File: src/rtl/irq_agg_pkg.sv
package irq_agg_pkg;

  typedef struct packed {
    logic pendWr;
    logic quickPath;
  } ctrlStrobe_t;

  function automatic int unsigned memberCount(int unsigned slot);
    case (slot)
      1, 6:               return 2;
      4:                  return 5;
      5:                  return 6;
      17, 20, 26, 27:     return 0;
      default:            return 1;
    endcase
  endfunction

endpackage

File: src/rtl/irq_agg_datapath.sv
module irq_agg_datapath
  import irq_agg_pkg::*;
#(
  parameter int NUM_IRQ     = 32,
  parameter int GRP_W       = 8,
  parameter int SYNC_STAGES = 2,
  parameter int LAT_CYCLES  = 13
) (
  input  logic                     clk,
  input  logic                     rstN,
  input  logic [NUM_IRQ*GRP_W-1:0] srcIn,
  input  ctrlStrobe_t              strobe,
  input  logic [NUM_IRQ-1:0]       pendData,
  output logic [NUM_IRQ*GRP_W-1:0] identFlat,
  output logic [NUM_IRQ-1:0]       irqOut
);

  localparam int DELAY_STAGES = LAT_CYCLES - SYNC_STAGES;

  logic [NUM_IRQ-1:0] hwLevel;
  logic [NUM_IRQ-1:0] usedMask;
  logic [NUM_IRQ-1:0] swPend;

  for (genvar g = 0; g < NUM_IRQ; g++) begin : g_slot
    localparam int CNT = (memberCount(g) > GRP_W) ? GRP_W : memberCount(g);
    localparam logic [GRP_W-1:0] MEMBER_MASK = GRP_W'((64'd1 << CNT) - 64'd1);

    logic [SYNC_STAGES-1:0][GRP_W-1:0] syncQ;
    logic [DELAY_STAGES-1:0]           dlyQ;
    logic [GRP_W-1:0]                  memberLvl;
    logic                              orSync;

    always_ff @(posedge clk or negedge rstN) begin
      if (!rstN) begin
        syncQ <= '0;
      end else begin
        syncQ[0] <= srcIn[g*GRP_W +: GRP_W];
        for (int s = 1; s < SYNC_STAGES; s++) syncQ[s] <= syncQ[s-1];
      end
    end

    assign memberLvl = syncQ[SYNC_STAGES-1] & MEMBER_MASK;
    assign orSync    = |memberLvl;

    always_ff @(posedge clk or negedge rstN) begin
      if (!rstN) begin
        dlyQ <= '0;
      end else begin
        dlyQ[0] <= orSync;
        for (int k = 1; k < DELAY_STAGES; k++) dlyQ[k] <= dlyQ[k-1];
      end
    end

    assign identFlat[g*GRP_W +: GRP_W] = memberLvl;
    assign hwLevel[g]  = strobe.quickPath ? orSync : dlyQ[DELAY_STAGES-1];
    assign usedMask[g] = (CNT != 0);
  end

  assign irqOut = (hwLevel | swPend) & usedMask;

  always_ff @(posedge clk or negedge rstN) begin
    if (!rstN) begin
      swPend <= '0;
    end else if (strobe.pendWr) begin
      for (int n = 0; n < NUM_IRQ; n++) begin
        if (pendData[n]) swPend[n] <= ~irqOut[n] & usedMask[n];
      end
    end
  end

endmodule

File: src/rtl/irq_agg_ctrl.sv
module irq_agg_ctrl
  import irq_agg_pkg::*;
#(
  parameter int NUM_IRQ = 32,
  parameter int GRP_W   = 8,
  parameter int ADDR_W  = 8,
  parameter int DATA_W  = 32
) (
  input  logic                     clk,
  input  logic                     rstN,
  input  logic                     unlock,
  input  logic [ADDR_W-1:0]        busAddr,
  input  logic                     busWr,
  input  logic [DATA_W-1:0]        busWdata,
  input  logic [NUM_IRQ*GRP_W-1:0] identFlat,
  input  logic [NUM_IRQ-1:0]       irqOut,
  output logic [DATA_W-1:0]        busRdata,
  output ctrlStrobe_t              strobe,
  output logic [NUM_IRQ-1:0]       pendData,
  output logic [$clog2(NUM_IRQ)-1:0] nmiSrcSel,
  output logic                     nmiArm
);

  localparam int SEL_W   = $clog2(NUM_IRQ);
  localparam int IDX_W   = ADDR_W - 2;
  localparam int ARM_BIT = 8;
  localparam logic [IDX_W-1:0] NMI_IDX  = IDX_W'(NUM_IRQ);
  localparam logic [IDX_W-1:0] PEND_IDX = IDX_W'(NUM_IRQ + 1);
  localparam logic [IDX_W-1:0] LAT_IDX  = IDX_W'(NUM_IRQ + 2);

  logic             aligned;
  logic [IDX_W-1:0] wordIdx;
  logic             identHit, nmiHit, pendHit, latHit;
  logic             quickPath;
  logic [SEL_W-1:0] slotIdx;

  assign aligned  = (busAddr[1:0] == 2'b00);
  assign wordIdx  = busAddr[ADDR_W-1:2];
  assign identHit = aligned && (wordIdx < NMI_IDX);
  assign nmiHit   = aligned && (wordIdx == NMI_IDX);
  assign pendHit  = aligned && (wordIdx == PEND_IDX);
  assign latHit   = aligned && (wordIdx == LAT_IDX);
  assign slotIdx  = wordIdx[SEL_W-1:0];

  always_ff @(posedge clk or negedge rstN) begin
    if (!rstN) begin
      nmiSrcSel <= '0;
      nmiArm    <= 1'b0;
      quickPath <= 1'b0;
    end else if (busWr) begin
      if (nmiHit) begin
        nmiSrcSel <= busWdata[SEL_W-1:0];
        if (unlock) nmiArm <= busWdata[ARM_BIT];
      end
      if (latHit) quickPath <= busWdata[0];
    end
  end

  assign strobe.pendWr    = busWr && pendHit;
  assign strobe.quickPath = quickPath;
  assign pendData         = busWdata[NUM_IRQ-1:0];

  always_comb begin
    busRdata = '0;
    if (identHit) begin
      busRdata = DATA_W'(identFlat[slotIdx*GRP_W +: GRP_W]);
    end else if (nmiHit) begin
      busRdata[SEL_W-1:0] = nmiSrcSel;
      busRdata[ARM_BIT]   = nmiArm;
    end else if (pendHit) begin
      busRdata = DATA_W'(irqOut);
    end else if (latHit) begin
      busRdata[0] = quickPath;
    end
  end

endmodule

File: src/rtl/irq_aggregator.sv
module irq_aggregator
  import irq_agg_pkg::*;
#(
  parameter int NUM_IRQ     = 32,
  parameter int GRP_W       = 8,
  parameter int SYNC_STAGES = 2,
  parameter int LAT_CYCLES  = 13,
  parameter int ADDR_W      = 8,
  parameter int DATA_W      = 32
) (
  input  logic                     clk,
  input  logic                     rstN,
  input  logic [NUM_IRQ*GRP_W-1:0] srcIn,
  input  logic                     unlock,
  input  logic [ADDR_W-1:0]        busAddr,
  input  logic                     busWr,
  input  logic [DATA_W-1:0]        busWdata,
  output logic [DATA_W-1:0]        busRdata,
  output logic [NUM_IRQ-1:0]       irqOut,
  output logic                     nmiOut
);

  localparam int SEL_W = $clog2(NUM_IRQ);

  ctrlStrobe_t                strobe;
  logic [NUM_IRQ-1:0]         pendData;
  logic [NUM_IRQ*GRP_W-1:0]   identFlat;
  logic [SEL_W-1:0]           nmiSrcSel;
  logic                       nmiArm;

  irq_agg_ctrl #(
    .NUM_IRQ(NUM_IRQ), .GRP_W(GRP_W), .ADDR_W(ADDR_W), .DATA_W(DATA_W)
  ) u_ctrl (
    .clk(clk), .rstN(rstN), .unlock(unlock),
    .busAddr(busAddr), .busWr(busWr), .busWdata(busWdata),
    .identFlat(identFlat), .irqOut(irqOut),
    .busRdata(busRdata), .strobe(strobe), .pendData(pendData),
    .nmiSrcSel(nmiSrcSel), .nmiArm(nmiArm)
  );

  irq_agg_datapath #(
    .NUM_IRQ(NUM_IRQ), .GRP_W(GRP_W),
    .SYNC_STAGES(SYNC_STAGES), .LAT_CYCLES(LAT_CYCLES)
  ) u_dp (
    .clk(clk), .rstN(rstN), .srcIn(srcIn),
    .strobe(strobe), .pendData(pendData),
    .identFlat(identFlat), .irqOut(irqOut)
  );

  assign nmiOut = nmiArm & irqOut[nmiSrcSel];

endmodule

File: config.mk
export PLATFORM = sky130hd
export DESIGN_NAME = irq_aggregator
export DESIGN_NICKNAME = d
export VERILOG_FILES = /design/src/rtl/irq_agg_pkg.sv /design/src/rtl/irq_agg_datapath.sv /design/src/rtl/irq_agg_ctrl.sv /design/src/rtl/irq_aggregator.sv
export SDC_FILE = /design/constraint.sdc
export NUM_CORES = 1
export LEC_CHECK = 0
export BUFFER_PORTS_ARGS = -buffer_cell sky130_fd_sc_hd__buf_4
export CORE_MARGIN = 2
export CORE_UTILIZATION = 45
export CTS_CLUSTER_DIAMETER = 150
export DETAILED_ROUTE_END_ITERATION = 16
export GPL_TIMING_DRIVEN = 1
export PLACE_DENSITY = 0.77
export SLEW_MARGIN = 20
export SYNTH_ARGS = -nofsm -noshare
export SYNTH_HDL_FRONTEND = slang
export SYNTH_SLANG_ARGS = --single-unit
File: constraint.sdc
create_clock -name clk -period 2.7 [get_ports clk]
set_input_delay 0.135 -clock clk [delete_from_list [all_inputs] [get_ports clk]]
set_output_delay 0.135 -clock clk [all_outputs]
set_load 0.05 [all_outputs]
==> impl_metrics.ini, run 1 <==
[run_status]
status = finished with violations
failed_checks = setup timing

[worst_hold_path]
hp-class = input port to flip-flop

[floorplanning]
ios = 365
die_w_um = 172
rows = 61
initial_utilization_pct = 45.8
die-area_um2 = 29600
die_h_um = 172
core_region_area_um2 = 27800

[final_layout]
final_cells = 1399
area_growth_syn_to_layout_pct = 30.0
mostFrequentLayoutCells = 419 x dfrtp_1, 152 x buf_4, 69 x dlygate4sd3_1, 43 x nor2_1
layout_commonest_cell = dfrtp_1
fin_nets = 1291
n_antenna_cell = 0
drive_gt1_share_pct = 27.5
fillers = 2030

[placed_design]
gp_congestion = 0.833
pre_cts_slack_ns = 0.242
port_buffers = 135
place_inst = 1247
hpwlAfterDp_mm = 16.4

[cts]
cts_sinks = 421
cts.clk_slew.worst_paths_ns = 0.06
htree_levels = 2
root_buffer = clkbuf_16
cts_buffers = 41
clk_latency_ns = 0.54
cts_tree = built
clk_path_buf_depth = 3

[global_route]
grt_max_degree = 106
grt_pass1_vias = 7232
grt_pass1_wl_mm = 41.5
antenna_found_initial = 0
groute.usage.overall_pct = 19.0
overflow = 0

[power]
ir_worst_vdd_mv = 0.622
p_leak_nw = 7.58
power.density_nw_per_um2 = 803

[timing]
rsz0062_at_grt = yes
setup_ws_ns = -0.194
slew_headroom_pct = 46.6
maxSlewViolCount = 0
fmax_mhz = 346
min_period_ns = 2.89
hold_viol = 0
setup_viol = 1
hold_ws_ns = 0.00393
skew_ns = 0.0194
fin_crit_sh_pct = 107
worst_pin_slew_ns = 0.800

[synth]
synth.distinct_cells = 47
async_reset_ff_share_pct = 100
synthFlopType = dfrtp_1
avgSynthCellArea_um2 = 17.3
synthCells = 736
synth_top_area_share_pct = 82.9
seq_area_frac_synth_pct = 82.9
synth_largest_area_cell = dfrtp_1
ys_seq_elements = 421
syn-cell-area_um2 = 12700
yosys_warnings = 0
synthTopCellsByArea = dfrtp_1 83%, mux2_2 1.7%, mux2_1 1.6%
synth_edf_count = 0

[critical_path]
path_cells = bufbuf_16, nor2b_1, a211oi_2, mux2i_2, a22o_1, o31ai_2, o221ai_2, buf_6
arrival_ns = 2.76
critPathRequiredTime_ns = 2.57
worst-path-max-fanout = 11
cpMaxStageDelayCell = dfrtp_2
setup.worst_path.start_class = flip-flop
end_kind = primary output
max_stage_delay_ns = 0.48
timing_worst_setup_path_type = flip-flop to primary output

[drt]
via_per_inst = 4.74
ant_nets = 0
wire_per_inst_um = 19.0
firstDrtPassIters = 4
via_count = 6636
drc_errors = 0
drtIter0Drc = 532
routed_wl_mm = 26.5

[flow_run]
drv_cap = 0
-- worst paths after layout --
path                                        start                 endpoint  slack, ns  cells after the start
min reg2reg                u_dp.g_slot[6].dlyQ[6]   u_dp.g_slot[6].dlyQ[7]       0.33                      0
max                              u_ctrl.quickPath                   nmiOut      -0.19                      8
min in group asynchronous                    rstN  u_dp.g_slot[29].dlyQ[8]       0.24                      2
min                                  busWdata[31]          u_dp.swPend[31]      0.004                      3
max reg2reg                      u_ctrl.quickPath          u_dp.swPend[19]       1.09                      4
max in group asynchronous                    rstN   u_dp.g_slot[2].dlyQ[2]       1.64                      3
-- synthesized netlist by cell type (3+ instances only) --
cell type / instances
a211oi_2: 6
buf_2: 8
a211oi_1: 15
and3_1: 3
buf_6: 3
nor2_1: 43
nor2b_1: 31
a221oi_1: 4
inv_1: 29
o21ai_0: 5
a211oi_4: 4
mux2i_1: 14
nor3_1: 3
dfrtp_1: 421
o21ai_1: 3
a21oi_1: 8
mux4_2: 5
or2_2: 3
buf_4: 10
nand2_1: 41
clkbuf_1: 5
a221o_1: 3
nand3_1: 3
mux2_2: 19
mux2_1: 18
-- state kept, by name (all words and copies together), names as in the netlist --
name	cells
u_ctrl.nmiArm	1
u_ctrl.nmiSrcSel	5
u_ctrl.quickPath	1
u_dp.g_slot.dlyQ	308
u_dp.g_slot.syncQ	39
u_dp.identFlat	39
u_dp.swPend	28
-- cell families (layout without fill, tap and decap cells) --
kind of cell	Yosys count	after routing	share of synthesized area, %
AO/OA/AOI/OAI	63	63	4.34
AND/OR/NAND/NOR	138	138	5.17
flip-flops	421	421	82.9
multiplexers	56	56	5.27
other	1	8	0.0295
buffers and inverters	57	335	2.32
-- layer usage --
metal / routed length, um / up-vias / global-route usage [%] / part of all wire (%)
met4: 722 / 0 / 5.96 / 2.7
met1: 11500 / 3457 / 26.9 / 43
met5: 0 / - / 0 / 0
met2: 12900 / 209 / 30.3 / 49
met3: 1470 / 51 / 3.85 / 5.5
li1: - / 2919 / - / -
-- cell type report --
| type | instances | area [um2] | share of cell area [%] |
|---|---|---|---|
| inverter | 30 | 113 | 0.681 |
| multi-input combinational | 265 | 1950 | 11.8 |
| clock inverter | 13 | 173 | 1.04 |
| sequential | 421 | 10500 | 63.7 |
| timing repair buffer | 232 | 2060 | 12.5 |
| clock buffer | 60 | 1230 | 7.43 |
| tap | 378 | 473 | 2.86 |
-- worst max-delay path, delay by kind of cell, from the launching register on --
| kind | cells | cell delay, ns |
|---|---|---|
| AND/OR/NAND/NOR | 1 | 0.06 |
| AO/OA/AOI/OAI | 4 | 1.00 |
| flip-flops | 1 | 0.48 |
| multiplexers | 1 | 0.17 |
| buffers and inverters | 2 | 0.52 |
-- stage by stage --
| step | setup TNS (ns) | instance area (um2) | utilization, % | total power [mW] |
|---|---|---|---|---|
| after floorplan | 0 | 12700 | - | 7.11 |
| after global placement | 0 | 14300 | 51.4 | 7.48 |
| after detailed placement | 0 | 14300 | 51.4 | 7.51 |
| after CTS | -0.190 | 16500 | 59.4 | 13.4 |
| after global routing | -0.304 | 16500 | 59.5 | 13.8 |
| final | -0.194 | 16500 | 59.5 | 13.3 |
-- repair_timing --
item | CTS | global route
setup buffers | 5 | 3
hold endpoints to repair | 170 | 0
setup endpoints to repair | 1 | 1
pin swaps | 5 | 2
hold buffers | 69 | 0
gates resized for setup | 10 | 1
cloned | 2 | 0
-- power by group --
part	internal, mW	leakage, nW	total (mW)	switching, mW
registers	6.61	4.88	6.74	0.134
logic	0.314	2.01	0.771	0.457
clock network	3.46	0.691	5.76	2.30
(Power assumes the default switching activity.)
==> run 2: changes to the inputs <==
--- a/config.mk
+++ b/config.mk
@@ -11,6 +11,7 @@
 export CTS_CLUSTER_DIAMETER = 150
 export DETAILED_ROUTE_END_ITERATION = 16
 export GPL_TIMING_DRIVEN = 1
+export HOLD_SLACK_MARGIN = 0.08
 export PLACE_DENSITY = 0.77
 export SLEW_MARGIN = 20
 export SYNTH_ARGS = -nofsm -noshare
==> run 2 against run 1 <==
Final area barely moved. The flow still finishes with violations (setup timing). Hold slack improved by 0.23 ns. Critical path depth did not move. Combinational power barely moved. Die area did not move. Non-clock buffer count rose by 1. Power barely moved. Final cell count barely moved. Register-to-register slack barely moved.
==> impl_metrics.ini, run 2 (synthesized netlist as in run 1, its figures left out) <==
[flow_run]
drv_cap = 0

[power]
clkPwrFrac_pct = 43.4
p_switching_mw = 2.90
p_int_mw = 10.4
p_leak_nw = 7.59
sw_frac_of_total_pct = 21.8
power.density_nw_per_um2 = 802
pwr-share-comb_pct = 5.8
seqPwrFrac_pct = 50.8
ir_worst_vdd_mv = 0.624

[timing]
hold_ws_ns = 0.233
worst_pin_slew_ns = 0.803
setup_viol = 1
rsz0062_at_grt = yes
maxSlewViolCount = 0
min_period_ns = 2.89
setup_ws_ns = -0.191
slew_headroom_pct = 46.4
fin_crit_sh_pct = 107
hold_viol = 0
fmax_mhz = 346
setup_tns_ns = -0.191
skew_ns = 0.0191

[critical_path]
critPathRequiredTime_ns = 2.57
worst-path-max-fanout = 11
timing.rr.end = u_dp.swPend[19]
worst-path-buf-inv = 2
arrival_ns = 2.76
r2r_cells = 4
cpMaxStageDelayCell = dfrtp_2
setup.worst_path.start_class = flip-flop
end_kind = primary output
path_delay_family = compound AO/OA/AOI/OAI gates
reg2reg_slack_ns = 1.09
timing_worst_setup_path_type = flip-flop to primary output
max_stage_delay_ns = 0.48
path_cells = bufbuf_16, nor2b_1, a211oi_2, mux2i_2, a22o_1, o31ai_2, o221ai_2, buf_6
crit-reg2reg-launch = u_ctrl.quickPath

[floorplanning]
die_w_um = 172
initial_utilization_pct = 45.8
die-area_um2 = 29600
core_region_area_um2 = 27800
ios = 365
rows = 61
die_h_um = 172

[global_route]
antenna_found_initial = 0
grt_pass1_wl_mm = 41.6
grt_max_degree = 106
grt_pass1_vias = 7239
overflow = 0
groute.usage.overall_pct = 19.1

[final_layout]
n_antenna_cell = 0
mostFrequentLayoutCells = 419 x dfrtp_1, 152 x buf_4, 70 x dlygate4sd3_1, 43 x nor2_1
layout_commonest_cell = dfrtp_1
area_growth_syn_to_layout_pct = 30.1
fillers = 2030
post-route-util_pct = 59.5
fin_nets = 1292
drive_gt1_share_pct = 27.5
largest_reg_flops = 308
max_flop_register = u_dp.g_slot.dlyQ

[drt]
routed_wl_mm = 26.6
via_count = 6635
drc_errors = 0
firstDrtPassIters = 6
via_per_inst = 4.74
ant_nets = 0
drtIter0Drc = 527
wire_per_inst_um = 19.0

[placed_design]
gp_congestion = 0.833
pre_cts_slack_ns = 0.242
hpwlAfterDp_mm = 16.4
port_buffers = 135

[worst_hold_path]
min_from = busAddr[0]
min_to = u_ctrl.quickPath
hp-class = input port to flip-flop
hold_path_depth = 5

[cts]
clk_path_buf_depth = 3
cts.clk_slew.worst_paths_ns = 0.06
root_buffer = clkbuf_16
htree_levels = 2
cts_buffers = 41
clk_latency_ns = 0.54
cts_tree = built
cts_sinks = 421

[run_status]
status = finished with violations
failed_checks = setup timing
==> run 2: cell count changes in the layout (fill, tap and decap cells not counted), sizes merged <==
| cell | delta |
|---|---|
| dlygate4sd3 | +1 |
==> run 2: tightest hold or removal path, cell delays in order <==
cell and delay, ns:
buf_4 0.09, nor2_1 0.06, and3_1 0.20, nand3_1 0.09, mux2_2 0.15
==> run 2: cell type report <==
cell class / count / area [um2] / share of cell area [%]
Clock buffer: 60 / 1230 / 7.42
Tap cell: 378 / 473 / 2.86
Inverter: 30 / 113 / 0.681
Multi-Input combinational cell: 265 / 1950 / 11.8
Clock inverter: 13 / 173 / 1.04
Sequential cell: 421 / 10500 / 63.7
Timing Repair Buffer: 233 / 2070 / 12.5
==> run 2: metal layers <==
layer | part of all wire (%) | global-route usage [%] | vias up
met2 | 48 | 30.4 | 215
met1 | 43 | 26.9 | 3442
li1 | - | - | 2922
met4 | 2.9 | 5.96 | 0
met3 | 6.0 | 3.85 | 56
met5 | 0 | 0 | -
==> run 2: repair_timing <==
action	CTS	global route
buffers inserted	5	3
endpoints found under the hold margin	171	0
endpoints found under the setup margin	1	1
pin swaps	5	2
gates cloned	2	0
hold buffers	70	0
resized for setup	10	1
==> run 2: worst max-delay path by stage <==
| stage | startpoint | depth (start not counted) | slack [ns] | end |
|---|---|---|---|---|
| 2_1_floorplan | u_ctrl.quickPath | 7 | 0.1 | nmiOut |
| 3_3_place_gp | u_ctrl.quickPath | 8 | 0.27 | nmiOut |
| 3_5_place_dp | u_ctrl.quickPath | 8 | 0.24 | nmiOut |
| 4_1_cts | u_ctrl.quickPath | 7 | -0.19 | nmiOut |
| 5_1_grt | u_ctrl.quickPath | 7 | -0.30 | nmiOut |
| 6_report | u_ctrl.quickPath | 8 | -0.19 | nmiOut |
==> run 2: power groups by stage <==
stage / clock [mW] / combinational (mW) / sequential [mW]
after floorplan: 0 / 0.323 / 6.79
after global placement: 0 / 0.647 / 6.83
after detailed placement: 0 / 0.660 / 6.85
after CTS: 5.87 / 0.772 / 6.74
after global routing: 6.16 / 0.839 / 6.77
final: 5.76 / 0.772 / 6.74
==> run 2: per-stage QoR <==
stage	instance area (um2)	power, mW	instances
2_1_floorplan	12700	7.11	743
3_3_place_gp	14300	7.48	1247
3_5_place_dp	14300	7.51	1247
4_1_cts	16500	13.4	1397
5_1_grt	16500	13.8	1400
6_report	16500	13.3	1400
